File: src/rtl/strap_pkg.sv
package strap_pkg;

    typedef enum logic [1:0] {
        PRV_U = 2'b00,
        PRV_S = 2'b01,
        PRV_M = 2'b11
    } prv_e;

    typedef enum logic [1:0] {
        EV_NONE = 2'd0,
        EV_EXC  = 2'd1,
        EV_IRQ  = 2'd2,
        EV_RET  = 2'd3
    } ev_e;

    typedef enum logic [1:0] {
        SEL_VEC  = 2'd0,
        SEL_STAT = 2'd1,
        SEL_IEN  = 2'd2,
        SEL_EPC  = 2'd3
    } sel_e;

    localparam int IRQ_N  = 3;
    localparam int CODE_W = 4;
    localparam int SRC_SW  = 0;
    localparam int SRC_TMR = 1;
    localparam int SRC_EXT = 2;

    localparam logic [CODE_W-1:0] CODE_SW  = 4'd1;
    localparam logic [CODE_W-1:0] CODE_TMR = 4'd5;
    localparam logic [CODE_W-1:0] CODE_EXT = 4'd9;

endpackage

File: src/rtl/strap_irq_arb.sv
module strap_irq_arb
    import strap_pkg::*;
(
    input  logic [IRQ_N-1:0]  pend,
    input  logic [IRQ_N-1:0]  en,
    output logic              any,
    output logic [CODE_W-1:0] code
);
    logic [IRQ_N-1:0] live;

    always_comb begin
        live = pend & en;
        any  = |live;
        code = '0;
        if (live[SRC_EXT]) begin
            code = CODE_EXT;
        end else if (live[SRC_SW]) begin
            code = CODE_SW;
        end else if (live[SRC_TMR]) begin
            code = CODE_TMR;
        end
    end

endmodule

File: src/rtl/strap_event_sel.sv
module strap_event_sel
    import strap_pkg::*;
(
    input  logic exc_valid,
    input  logic irq_any,
    input  logic ret_req,
    input  logic sie,
    input  prv_e priv,
    output ev_e  ev
);
    logic below_m;

    always_comb begin
        below_m = (priv != PRV_M);
        ev      = EV_NONE;
        if (exc_valid && below_m) begin
            ev = EV_EXC;
        end else if (irq_any && sie && below_m) begin
            ev = EV_IRQ;
        end else if (ret_req && (priv != PRV_U)) begin
            ev = EV_RET;
        end
    end

endmodule

File: src/rtl/strap_state.sv
module strap_state
    import strap_pkg::*;
#(
    parameter int XLEN  = 64,
    parameter int EXC_W = 6
) (
    input  logic              clk,
    input  logic              rst_n,
    input  ev_e               ev,
    input  logic [XLEN-1:0]   cur_pc,
    input  logic [EXC_W-1:0]  exc_code,
    input  logic [XLEN-1:0]   exc_tval,
    input  logic [CODE_W-1:0] irq_code,
    input  logic              csr_we,
    input  logic [1:0]        csr_sel,
    input  logic [XLEN-1:0]   csr_wdata,
    output logic              rv,
    output logic [XLEN-1:0]   rpc,
    output prv_e              priv,
    output logic              sie,
    output logic              spie,
    output logic              spp,
    output logic [IRQ_N-1:0]  ien,
    output logic [XLEN-1:0]   epc,
    output logic [XLEN-1:0]   cause,
    output logic [XLEN-1:0]   tval,
    output logic [XLEN-1:0]   vec
);
    localparam int EXC_PAD = XLEN - 1 - EXC_W;
    localparam int IRQ_PAD = XLEN - 1 - CODE_W;
    localparam logic [XLEN-1:0] ALIGN_MASK = ~(XLEN'(3));

    typedef struct packed {
        logic             rv;
        logic [XLEN-1:0]  rpc;
        prv_e             priv;
        logic             sie;
        logic             spie;
        logic             spp;
        logic [IRQ_N-1:0] ien;
        logic [XLEN-1:0]  epc;
        logic [XLEN-1:0]  cause;
        logic [XLEN-1:0]  tval;
        logic [XLEN-1:0]  vec;
    } st_t;

    st_t st_d, st_q;
    logic is_trap;

    always_comb begin
        st_d    = st_q;
        st_d.rv = 1'b0;
        is_trap = (ev == EV_EXC) || (ev == EV_IRQ);
        if (is_trap) begin
            st_d.rv   = 1'b1;
            st_d.rpc  = st_q.vec;
            st_d.epc  = cur_pc;
            st_d.spie = st_q.sie;
            st_d.sie  = 1'b0;
            st_d.spp  = (st_q.priv == PRV_S);
            st_d.priv = PRV_S;
            if (ev == EV_EXC) begin
                st_d.cause = {1'b0, {EXC_PAD{1'b0}}, exc_code};
                st_d.tval  = exc_tval;
            end else begin
                st_d.cause = {1'b1, {IRQ_PAD{1'b0}}, irq_code};
                st_d.tval  = '0;
            end
        end else if (ev == EV_RET) begin
            st_d.rv   = 1'b1;
            st_d.rpc  = st_q.epc;
            st_d.sie  = st_q.spie;
            st_d.priv = st_q.spp ? PRV_S : PRV_U;
            st_d.spie = 1'b1;
            st_d.spp  = 1'b0;
        end else if (csr_we) begin
            case (sel_e'(csr_sel))
                SEL_VEC:  st_d.vec = csr_wdata & ALIGN_MASK;
                SEL_STAT: begin
                    st_d.sie  = csr_wdata[0];
                    st_d.spie = csr_wdata[1];
                    st_d.spp  = csr_wdata[2];
                end
                SEL_IEN:  st_d.ien = csr_wdata[IRQ_N-1:0];
                SEL_EPC:  st_d.epc = csr_wdata;
                default:  st_d = st_q;
            endcase
        end
    end

    always_ff @(posedge clk) begin
        if (!rst_n) begin
            st_q      <= '0;
            st_q.priv <= PRV_M;
        end else begin
            st_q <= st_d;
        end
    end

    assign rv    = st_q.rv;
    assign rpc   = st_q.rpc;
    assign priv  = st_q.priv;
    assign sie   = st_q.sie;
    assign spie  = st_q.spie;
    assign spp   = st_q.spp;
    assign ien   = st_q.ien;
    assign epc   = st_q.epc;
    assign cause = st_q.cause;
    assign tval  = st_q.tval;
    assign vec   = st_q.vec;

    AST_TRAP_ENTERS_SUP: assert property (@(posedge clk) disable iff (!rst_n)
        is_trap |=> (st_q.priv == PRV_S) && !st_q.sie && st_q.rv);
    AST_SPIE_SAVED: assert property (@(posedge clk) disable iff (!rst_n)
        is_trap |=> st_q.spie == $past(st_q.sie));
    AST_NO_PRIV_DROP: assert property (@(posedge clk) disable iff (!rst_n)
        is_trap |=> st_q.priv >= $past(st_q.priv));
    AST_RET_RESTORE: assert property (@(posedge clk) disable iff (!rst_n)
        (ev == EV_RET) |=> (st_q.sie == $past(st_q.spie)) && st_q.spie && !st_q.spp
                           && (st_q.rpc == $past(st_q.epc)));
    AST_QUIET_IDLE: assert property (@(posedge clk) disable iff (!rst_n)
        (ev == EV_NONE) |=> !st_q.rv && $stable(st_q.priv));

endmodule

File: src/rtl/strap_ctrl.sv
module strap_ctrl
    import strap_pkg::*;
#(
    parameter int XLEN  = 64,
    parameter int EXC_W = 6
) (
    input  logic             clk,
    input  logic             rst_n,
    input  logic [XLEN-1:0]  cur_pc,
    input  logic             exc_valid,
    input  logic [EXC_W-1:0] exc_code,
    input  logic [XLEN-1:0]  exc_tval,
    input  logic             irq_sw,
    input  logic             irq_tmr,
    input  logic             irq_ext,
    input  logic             ret_req,
    input  logic             csr_we,
    input  logic [1:0]       csr_sel,
    input  logic [XLEN-1:0]  csr_wdata,
    output logic             redirect_valid,
    output logic [XLEN-1:0]  redirect_pc,
    output logic [1:0]       priv_o,
    output logic             sie_o,
    output logic             spie_o,
    output logic             spp_o,
    output logic [2:0]       ien_o,
    output logic [XLEN-1:0]  sepc_o,
    output logic [XLEN-1:0]  scause_o,
    output logic [XLEN-1:0]  stval_o,
    output logic [XLEN-1:0]  stvec_o
);
    logic [IRQ_N-1:0]  pend;
    logic [IRQ_N-1:0]  ien;
    logic              irq_any;
    logic [CODE_W-1:0] irq_code;
    logic              sie;
    prv_e              priv;
    ev_e               ev;

    always_comb begin
        pend          = '0;
        pend[SRC_SW]  = irq_sw;
        pend[SRC_TMR] = irq_tmr;
        pend[SRC_EXT] = irq_ext;
    end

    strap_irq_arb u_arb (
        .pend (pend),
        .en   (ien),
        .any  (irq_any),
        .code (irq_code)
    );

    strap_event_sel u_sel (
        .exc_valid (exc_valid),
        .irq_any   (irq_any),
        .ret_req   (ret_req),
        .sie       (sie),
        .priv      (priv),
        .ev        (ev)
    );

    strap_state #(.XLEN(XLEN), .EXC_W(EXC_W)) u_state (
        .clk       (clk),
        .rst_n     (rst_n),
        .ev        (ev),
        .cur_pc    (cur_pc),
        .exc_code  (exc_code),
        .exc_tval  (exc_tval),
        .irq_code  (irq_code),
        .csr_we    (csr_we),
        .csr_sel   (csr_sel),
        .csr_wdata (csr_wdata),
        .rv        (redirect_valid),
        .rpc       (redirect_pc),
        .priv      (priv),
        .sie       (sie),
        .spie      (spie_o),
        .spp       (spp_o),
        .ien       (ien),
        .epc       (sepc_o),
        .cause     (scause_o),
        .tval      (stval_o),
        .vec       (stvec_o)
    );

    assign priv_o = priv;
    assign sie_o  = sie;
    assign ien_o  = ien;

    AST_EXC_WINS: assert property (@(posedge clk) disable iff (!rst_n)
        (exc_valid && priv != PRV_M) |-> ev == EV_EXC);
    AST_M_NO_TRAP: assert property (@(posedge clk) disable iff (!rst_n)
        (priv == PRV_M) |-> (ev != EV_EXC) && (ev != EV_IRQ));
    AST_IRQ_NEEDS_LINE: assert property (@(posedge clk) disable iff (!rst_n)
        (ev == EV_IRQ) |-> sie && ((pend & ien) != '0));
    AST_IRQ_CAUSE_FLAG: assert property (@(posedge clk) disable iff (!rst_n)
        (ev == EV_IRQ) |=> scause_o[XLEN-1] && (stval_o == '0));
    AST_VEC_ALIGNED: assert property (@(posedge clk) disable iff (!rst_n)
        $past(csr_we && csr_sel == 2'd0 && ev == EV_NONE) |-> stvec_o[1:0] == 2'b00);

endmodule

File: config.mk
export PLATFORM = sky130hd
export DESIGN_NAME = strap_ctrl
export DESIGN_NICKNAME = d
export VERILOG_FILES = /design/src/rtl/strap_pkg.sv /design/src/rtl/strap_irq_arb.sv /design/src/rtl/strap_event_sel.sv /design/src/rtl/strap_state.sv /design/src/rtl/strap_ctrl.sv
export SDC_FILE = /design/constraint.sdc
export NUM_CORES = 1
export LEC_CHECK = 0
export BUFFER_PORTS_ARGS = -buffer_cell sky130_fd_sc_hd__buf_2
export CELL_PAD_IN_SITES_DETAIL_PLACEMENT = 0
export CELL_PAD_IN_SITES_GLOBAL_PLACEMENT = 1
export CORE_AREA = 2 2 210 212
export DETAILED_ROUTE_END_ITERATION = 8
export DIE_AREA = 0 0 212 214
export PLACE_DENSITY_LB_ADDON = 0.1
export RECOVER_POWER = 25
export SLEW_MARGIN = 40
export SYNTH_ARGS = -nofsm -noshare
export SYNTH_HDL_FRONTEND = slang
export SYNTH_SLANG_ARGS = --single-unit
File: constraint.sdc
create_clock -name clk -period 2.5 [get_ports clk]
set_clock_uncertainty 0.1 [all_clocks]
set_input_delay 0.125 -clock clk [delete_from_list [all_inputs] [get_ports clk]]
set_output_delay 0.125 -clock clk [all_outputs]
set_load 0.02 [all_outputs]
Word level (Yosys, flattened, before mapping)
Index checks and enable logic that the tools add are counted.
W data, S select, Z words.
- reduce and logical (&&, ||, !) cells: 21
- multiplexer cells: 17
- equality and inequality tests: 9
- bitwise gates (word level): 4
- operators by type and width (cell ; count):
    $mux W262 ; 1
    $mux W256 ; 1
    $mux W192 ; 1
    $mux W70 ; 2
    $mux W128 ; 1
    $mux W64 ; 2
    $reduce_bool A2 Y1 ; 6
    $mux W3 ; 3
    $eq A2 B2 Y1 const B ; 4
    $mux W4 ; 2
    $reduce_and A4 Y1 ; 2
    $eq A2 B1 Y1 const B ; 3
    $mux W2 ; 3
    $reduce_bool A3 Y1 ; 2
    $logic_and A1 B1 Y1 ; 4
    $reduce_and A2 Y1 ; 2
    $and A3 B3 Y3 ; 1
    $not A1 Y1 ; 3
    $reduce_and A3 Y1 ; 1
    $reduce_or A3 Y1 ; 1
    $logic_not A2 Y1 ; 1
    $ne A2 B1 Y1 const B ; 1
    $ne A2 B2 Y1 const B ; 1
    $reduce_or A2 Y1 ; 1
    other kinds (2) ; 2
- register bits after elaboration: 327
- output and inout bits: 329

Depth between registers and ports, before layout
Gate-level depths: netlist of run 1.
- depth after elaboration: 10
- mapped depth: 11
- depth with buffers taken out: 7

Cells and area by module
From an unflattened synthesis of run 1, not the netlist that was laid out.
- cell total of the unflattened synthesis: 1172
- area, all modules: 10896.7 sq um
- modules (own cells, without submodules) (module ; cells an instance ; area each (sq um) ; seq. area each (sq um) ; instances):
    strap_state ; 1157 ; 10797.9 ; 5405.2 ; 1
    strap_irq_arb ; 8 ; 52.6 ; 0.0 ; 1
    strap_event_sel ; 7 ; 46.3 ; 0.0 ; 1

Worst setup path after synthesis of run 1
No wires, ideal clock.
- kind: register to register
- from: register u_state.priv[0] (netlist name)
- to: register u_state.st_q, in the netlist u_state.rpc[27]
- setup time: 0.074 ns
- path slack: -0.229 ns
- clock period less this slack: 2.729 ns
- data required time: 2.326 ns
- arrival time: 2.554 ns
- cell stages (with the launch flop): 11
- cells stage by stage: dfxtp_1 > a21bo_2 > buf_4 > buf_2 > o311ai_0 > ha_1 > buf_6 > or2_4 > buf_6 > or3_1 > a31oi_1
- cells in the longest elaborated chain, start to end: 8
- ends and longest elaborated chain (item ; line ; RTL):
    $reduce_bool A2 Y1 ; strap_event_sel.sv:20 ; end else if (ret_req && (priv != PRV_U)) begin
    $logic_and A1 B1 Y1 ; strap_event_sel.sv:20 ;
    $mux W2 ; strap_event_sel.sv:20 ;
    $mux W2 ; strap_event_sel.sv:18 ; end else if (irq_any && sie && below_m) begin
    $mux W2 (*) ; strap_event_sel.sv:16 ; if (exc_valid && below_m) begin
    $eq A2 B1 Y1 / $eq A2 B2 Y1 (equally long branches) ; strap_state.sv:53 ; is_trap = (ev == EV_EXC) || (ev == EV_IRQ);
    $logic_or A1 B1 Y1 ; strap_state.sv:53 ;
    $mux W70 / $reduce_bool A2 Y1 (equally long branches) ; - ;
    end signal: assignment ; strap_state.sv:96 ; st_q <= st_d;
    end: declaration ; strap_state.sv:47 ; st_t st_d, st_q;
Every way passes the cells marked *; elsewhere a longest branch is shown, timed or not.
A chain may end at the register's enable or synchronous reset.

Worst setup path in the final report of run 1
- from: register u_state.st_q, in the netlist u_state.ien[1]
- to: register u_state.st_q, in the netlist u_state.epc[29]
- cells in the longest elaborated chain, start to end: 10
- ends and longest elaborated chain (item ; line ; RTL):
    $and A3 B3 Y3 (*) ; strap_irq_arb.sv:12 ; live = pend & en;
    $reduce_or A3 Y1 (*) ; strap_irq_arb.sv:13 ; any = |live;
    $logic_and A1 B1 Y1 (*) (2 in series) ; strap_event_sel.sv:18 ;
    $mux W2 (*) ; strap_event_sel.sv:18 ;
    $mux W2 (*) ; strap_event_sel.sv:16 ;
    $eq A2 B1 Y1 / $eq A2 B2 Y1 (equally long branches) ; strap_state.sv:53 ;
    $logic_or A1 B1 Y1 ; strap_state.sv:53 ;
    $ne A2 B1 Y1 (no source line) / $reduce_bool A2 Y1 (equally long branches) ; - ;
    $reduce_and A3 Y1 (no source line) ; - ;
Marked as above.

==> results.toml, run 1 <==
[status]
status = "finished with violations"
violations = "negative setup slack"

[route]
post_drt_via_cell_ratio = 5.14
dr.pass1.iters = 5
vias = 14400
wire_per_inst_um = 22.2
drt_iter0_drc = 898
drtAntennaViolNets = 0
drt-total-wl_um = 61900
drc = 0

[worst_setup_path]
crit_arrival_ps = 2980
slowest_delay_ps = 360
cp.required_ps = 2870
slowest_stage = "o31ai_1"
crit_chain = "a222oi_1 -> buf_4 -> o31ai_1 -> o311a_4 -> ha_4 -> and4b_4 -> or2_4 -> buf_12 -> clkbuf_16 -> a31oi_1"
crit_fanout = 8
crit_type = "register to register"
start_kind = "register"
cp-end-kind = "register"

[pwr]
p_seq_share_pct = 36.6
power.share.clock_pct = 37.1
ir_drop_mv = 0.497
powerDensity_nw_per_um2 = 680
combPwrFrac_pct = 26.4
internal_power_mw = 9.07
p_sw_mw = 4.35
p_sw_share_pct = 32.4
leakage_nw = 8.19

[clock_tree]
cts.sinks = 270
cts_tree = "built"
htree_levels = 2
path_clk_slew_ps = 60
cts_root_buf = "clkbuf_16"
cts_buffers = 35
insertion_delay_ps = 530
cts_buffer_depth = 3

[place]
place_inst = 2501
dpl_cell_area_um2 = 15700
hpwl_um = 37400
dp_slack_ps = -197
place_congestion = 0.801
numPortBuffers = 477

[timing]
setup_slack_ps = -108
slew-limit-headroom_pct = 44.1
setup_viol = 166
fin_crit_sh_pct = 104
worst_slew_pin_slew_ps = 839
max_freq_mhz = 383
hold_viol_final = 0
rsz0062_at_grt = "yes"
finalMaxSlewViolations = 0
fin_crit_ps = 2610

[synthesis]
syn_area_per_cell_um2 = 8.17
synth.distinct_cells = 52
synth-async-reset-ratio_pct = 0
syn_inst = 1528
yosysWarnings = 0
synth_area_leaders = "dfxtp_1 43%, nand2_1 7.9%, a21oi_1 5.2%"
synth.cell_area_um2 = 12500
synth_ff_type = "dfxtp_1"
synthMostInstantiatedCell = "dfxtp_1"
synth_top_area_share_pct = 43.3
ys_seq_elements = 270
synth_top_area_cell = "dfxtp_1"
synth_common_cells = "270 x dfxtp_1, 263 x nand2_1, 130 x a21oi_1, 98 x clkbuf_1, 95 x a31oi_1"
synth_edf_count = 0
yosysSeqAreaShare_pct = 43.3

[grt]
antenna_found_initial = 5
grt_usage_pct = 25.2
grt_max_degree = 107
grt_pass1_wl_um = 88200
grt_pass1_vias = 14000
grt-ovfl-total = 0

[die]
start_util_pct = 29.1
fp-row-count = 76
die_w_um = 212
fp.coreArea_um2 = 42900
die_y_um = 214
io_pins = 537
die_area_um2 = 45400

[finish]
fin_area_um2 = 19700
area_growth_pct = 58.1
stdcell_count = 2794
final_nets = 2397
layout-drive-gt1-share_pct = 28.4

[run]
cap_violations = 0

[hold_path]
hold_path.class = "input port to register"
area by class of cell:
type	instances	area, um2
diodes	2	5.00
clock buffers	57	1100
clock inverters	2	10.0
fillers	4335	23200
inverters	5	26.3
multi-input cells	1088	6400
flip-flops and latches	270	5410
well taps	585	732
repair buffers	785	6050
flip-flops by register name (all words and copies together) (netlist names):
register / count
u_state.priv: 2
u_state.tval: 64
u_state.rpc: 64
u_state.ien: 3
u_state.rv: 1
u_state.epc: 64
u_state.spie: 1
u_state.spp: 1
u_state.cause: 7
u_state.vec: 62
u_state.sie: 1
cell usage in the layout (no fill, tap or decap), drive strengths merged, types with 59 or more instances in the layout:
cell / count
dlygate4sd3: 199
dfxtp: 270
buf: 490
a31oi: 95
o21ai: 97
nand3b: 69
o31ai: 65
nand2: 263
nand3: 65
clkbuf: 150
conb: 59
a21oi: 130
worst max-delay path: cells and delay by family, from the launching register on:
| kind | cells | cell delay, ps |
|---|---|---|
| AOI/OAI and AO/OA | 4 | 910 |
| adders and majority gates | 1 | 200 |
| buffers and inverters | 3 | 470 |
| DFF | 1 | 320 |
| and+or+nand+nor | 2 | 540 |
worst paths after layout:
path                   start  cells after the start          endpoint  slack, ps
min                  irq_ext                      4  u_state.cause[3]         20
max reg2reg   u_state.ien[1]                     10   u_state.epc[29]       -110
max           u_state.ien[1]                     10   u_state.epc[29]       -110
min reg2reg  u_state.vec[31]                      2   u_state.vec[31]        370
power by group through the flow:
stage	Clock (mW)	Combinational (mW)	Sequential [mW]
floorplan	0	1.37	5.34
global placement	0	2.85	4.99
detailed placement	0	2.87	4.99
CTS	5.08	3.34	4.90
global route	5.21	3.76	4.95
finish	4.97	3.54	4.91
kinds of logic after synthesis:
group,count (synthesis),share of synthesized area (%)
buffers and inverters,231,10.2
AND/OR/NAND/NOR,490,18.8
other,1,0.0300
adder cells (fa/ha/maj),4,0.401
AO/OA/AOI/OAI,524,26.6
multiplexers,8,0.662
flip-flops,270,43.3
what timing repair did:
action,4_1_cts,5_1_grt
hold endpoints to repair,202,0
gates cloned,10,15
setup buffers,7,1
hold buffers,199,0
endpoints found under the setup margin,128,252
pin swaps,28,55
gates resized for setup,41,47
through the flow:
step	hold slack, ps	util (%)	setup TNS, ps	power [mW]
floorplan	161	-	-11210	6.71
global placement	267	36.7	-7860	7.84
detailed placement	271	36.7	-15960	7.86
CTS	14.7	44.9	-4230	13.3
global route	53.1	46.0	-31880	13.9
finish	23.6	46.0	-6700	13.4
per-layer routing:
layer | up-vias | routed length, um | global-route usage (%) | share of wire [%]
met3 | 96 | 3800 | 5.26 | 6.1
met1 | 7009 | 26900 | 32.5 | 44
li1 | 6726 | - | - | -
met4 | 2 | 1690 | 8.59 | 2.7
met2 | 531 | 29500 | 41.7 | 48
met5 | - | 7 | 0 | 0.011
Power figures use the tool's default switching activity.
==> run 2: changes to the inputs <==
--- a/config.mk
+++ b/config.mk
@@ -12,7 +12,6 @@
 export DETAILED_ROUTE_END_ITERATION = 8
 export DIE_AREA = 0 0 212 214
 export PLACE_DENSITY_LB_ADDON = 0.1
-export RECOVER_POWER = 25
 export SLEW_MARGIN = 40
 export SYNTH_ARGS = -nofsm -noshare
 export SYNTH_HDL_FRONTEND = slang
==> run 2 against run 1 <==
Against the previous run: non-clock buffer count unchanged; wire length barely moved; critical path depth stayed put; via count up 0.10%; the flow still finishes with violations (negative setup slack); clock power is essentially flat; sequential cell count did not move; worst hold slack lost 2.7 ps.
==> results.toml, run 2 (synthesis gave the netlist of run 1 again) <==
[worst_setup_path]
crit_chain = "a222oi_1 -> buf_4 -> o31ai_1 -> o311a_4 -> ha_4 -> and4b_4 -> or2_4 -> buf_12 -> clkbuf_16 -> a31oi_1"
crit_type = "register to register"
slowest_stage = "o31ai_1"
crit_fanout = 8
crit_buf_inv = 3
endpoint = "u_state.epc[29]"
critPathLaunch = "u_state.ien[1]"
start_kind = "register"
crit_arrival_ps = 2980
ff2ff_path_depth = 10
cp.required_ps = 2870
path_depth = 10
r2r_slack_ps = -100
reg2reg_to = "u_state.epc[29]"
r2r_start = "u_state.ien[1]"
critPathTopFamily = "compound AO/OA/AOI/OAI gates"
cp-end-kind = "register"
slowest_delay_ps = 360

[die]
die_area_um2 = 45400
start_util_pct = 29.1
io_pins = 537
fp.coreArea_um2 = 42900
fp-row-count = 76
die_w_um = 212
die_y_um = 214

[timing]
slew-limit-headroom_pct = 44.2
setup_viol = 167
rsz0062_at_grt = "yes"
hold_viol_final = 0
worst_hold_slack_ps = 20.9
worst_slew_pin_slew_ps = 838
setup_slack_ps = -105
max_freq_mhz = 384
fin_crit_sh_pct = 104
fin_crit_ps = 2600
finalMaxSlewViolations = 0
tns_ps = -6690

[status]
violations = "negative setup slack"
status = "finished with violations"

[place]
dp_slack_ps = -197
place_congestion = 0.801
numPortBuffers = 477
dpl_cell_area_um2 = 15700
hpwl_um = 37400
place_inst = 2501

[clock_tree]
cts_root_buf = "clkbuf_16"
insertion_delay_ps = 530
cts_buffers = 35
htree_levels = 2
cts.sinks = 270
path_clk_slew_ps = 60
cts_buffer_depth = 3
cts_tree = "built"

[pwr]
power_mw = 13.4
powerDensity_nw_per_um2 = 678
leakage_nw = 8.51
ir_drop_mv = 0.489

[finish]
final_common_cell = "buf_2"
stdcell_count = 2795
final_nets = 2397
mostFrequentLayoutCells = "476 x buf_2, 266 x dfxtp_1, 262 x nand2_1, 199 x dlygate4sd3_1, 127 x a21oi_1"
final_util_pct = 46.3
area_growth_pct = 58.9
fin_area_um2 = 19800
layout-drive-gt1-share_pct = 32.0

[grt]
antenna_found_initial = 5
met1_usage_pct = 32.5
grt_usage_pct = 25.2
grt_max_degree = 107
gr-usage-met2_pct = 41.7
grt_pass1_wl_um = 88200
grt_pass1_vias = 14000
grt-ovfl-total = 0
busiest_layer = "met2"
use_met3_pct = 5.26

[hold_path]
hold_path_depth = 4
hold_path.startpoint = "irq_ext"
hold_path.class = "input port to register"

[run]
cap_violations = 0

[route]
drtAntennaViolNets = 0
wire_per_inst_um = 22.1
drt-total-wl_um = 61900
drc = 0
drt_iter0_drc = 942
vias = 14400
post_drt_via_cell_ratio = 5.14
dr.pass1.iters = 6
## run 2: cell count changes in the layout (fill, tap and decap cells not counted)
cell / delta
buf_2: +80
clkbuf_1: -80
diode_2: +1
## run 2: tightest hold or removal path, cell delays in order
cell	delay, ps
buf_2	100
and3_1	160
mux2i_1	80
o22ai_1	150
## run 2: worst min-delay path by stage
stage / to / slack, ps
finish: u_state.cause[3] / 20
global route: u_state.cause[2] / 50
CTS: u_state.cause[3] / 10
detailed placement: u_state.tval[17] / 270
global placement: u_state.tval[45] / 270
floorplan: u_state.cause[1] / 160
## run 2: cell type report
type | instances | area (um2)
Fill cell | 4293 | 23100
Multi-Input combinational cell | 1088 | 6400
Timing Repair Buffer | 785 | 6150
Sequential cell | 270 | 5410
Clock buffer | 57 | 1100
Tap cell | 585 | 732
Inverter | 5 | 26.3
Clock inverter | 2 | 10.0
Antenna cell | 3 | 7.51
## run 2: what timing repair did
item | in CTS | in global routing
buffers inserted | 7 | 1
hold buffers | 199 | 0
hold endpoints to repair | 202 | 0
pin swaps | 28 | 55
cloned | 10 | 15
setup endpoints to repair | 128 | 252
gates resized for setup | 41 | 47
## run 2: per-layer routing
| layer | wire, um | vias up |
|---|---|---|
| met2 | 29500 | 567 |
| met3 | 3990 | 96 |
| met1 | 26700 | 6990 |
| met5 | 7 | - |
| li1 | - | 6724 |
| met4 | 1690 | 2 |
## run 2: power breakdown
group          total (mW)  switching, mW  internal (mW)
clock                4.97           1.98           2.99
combinational        3.56           2.09           1.47
sequential           4.91          0.269           4.64
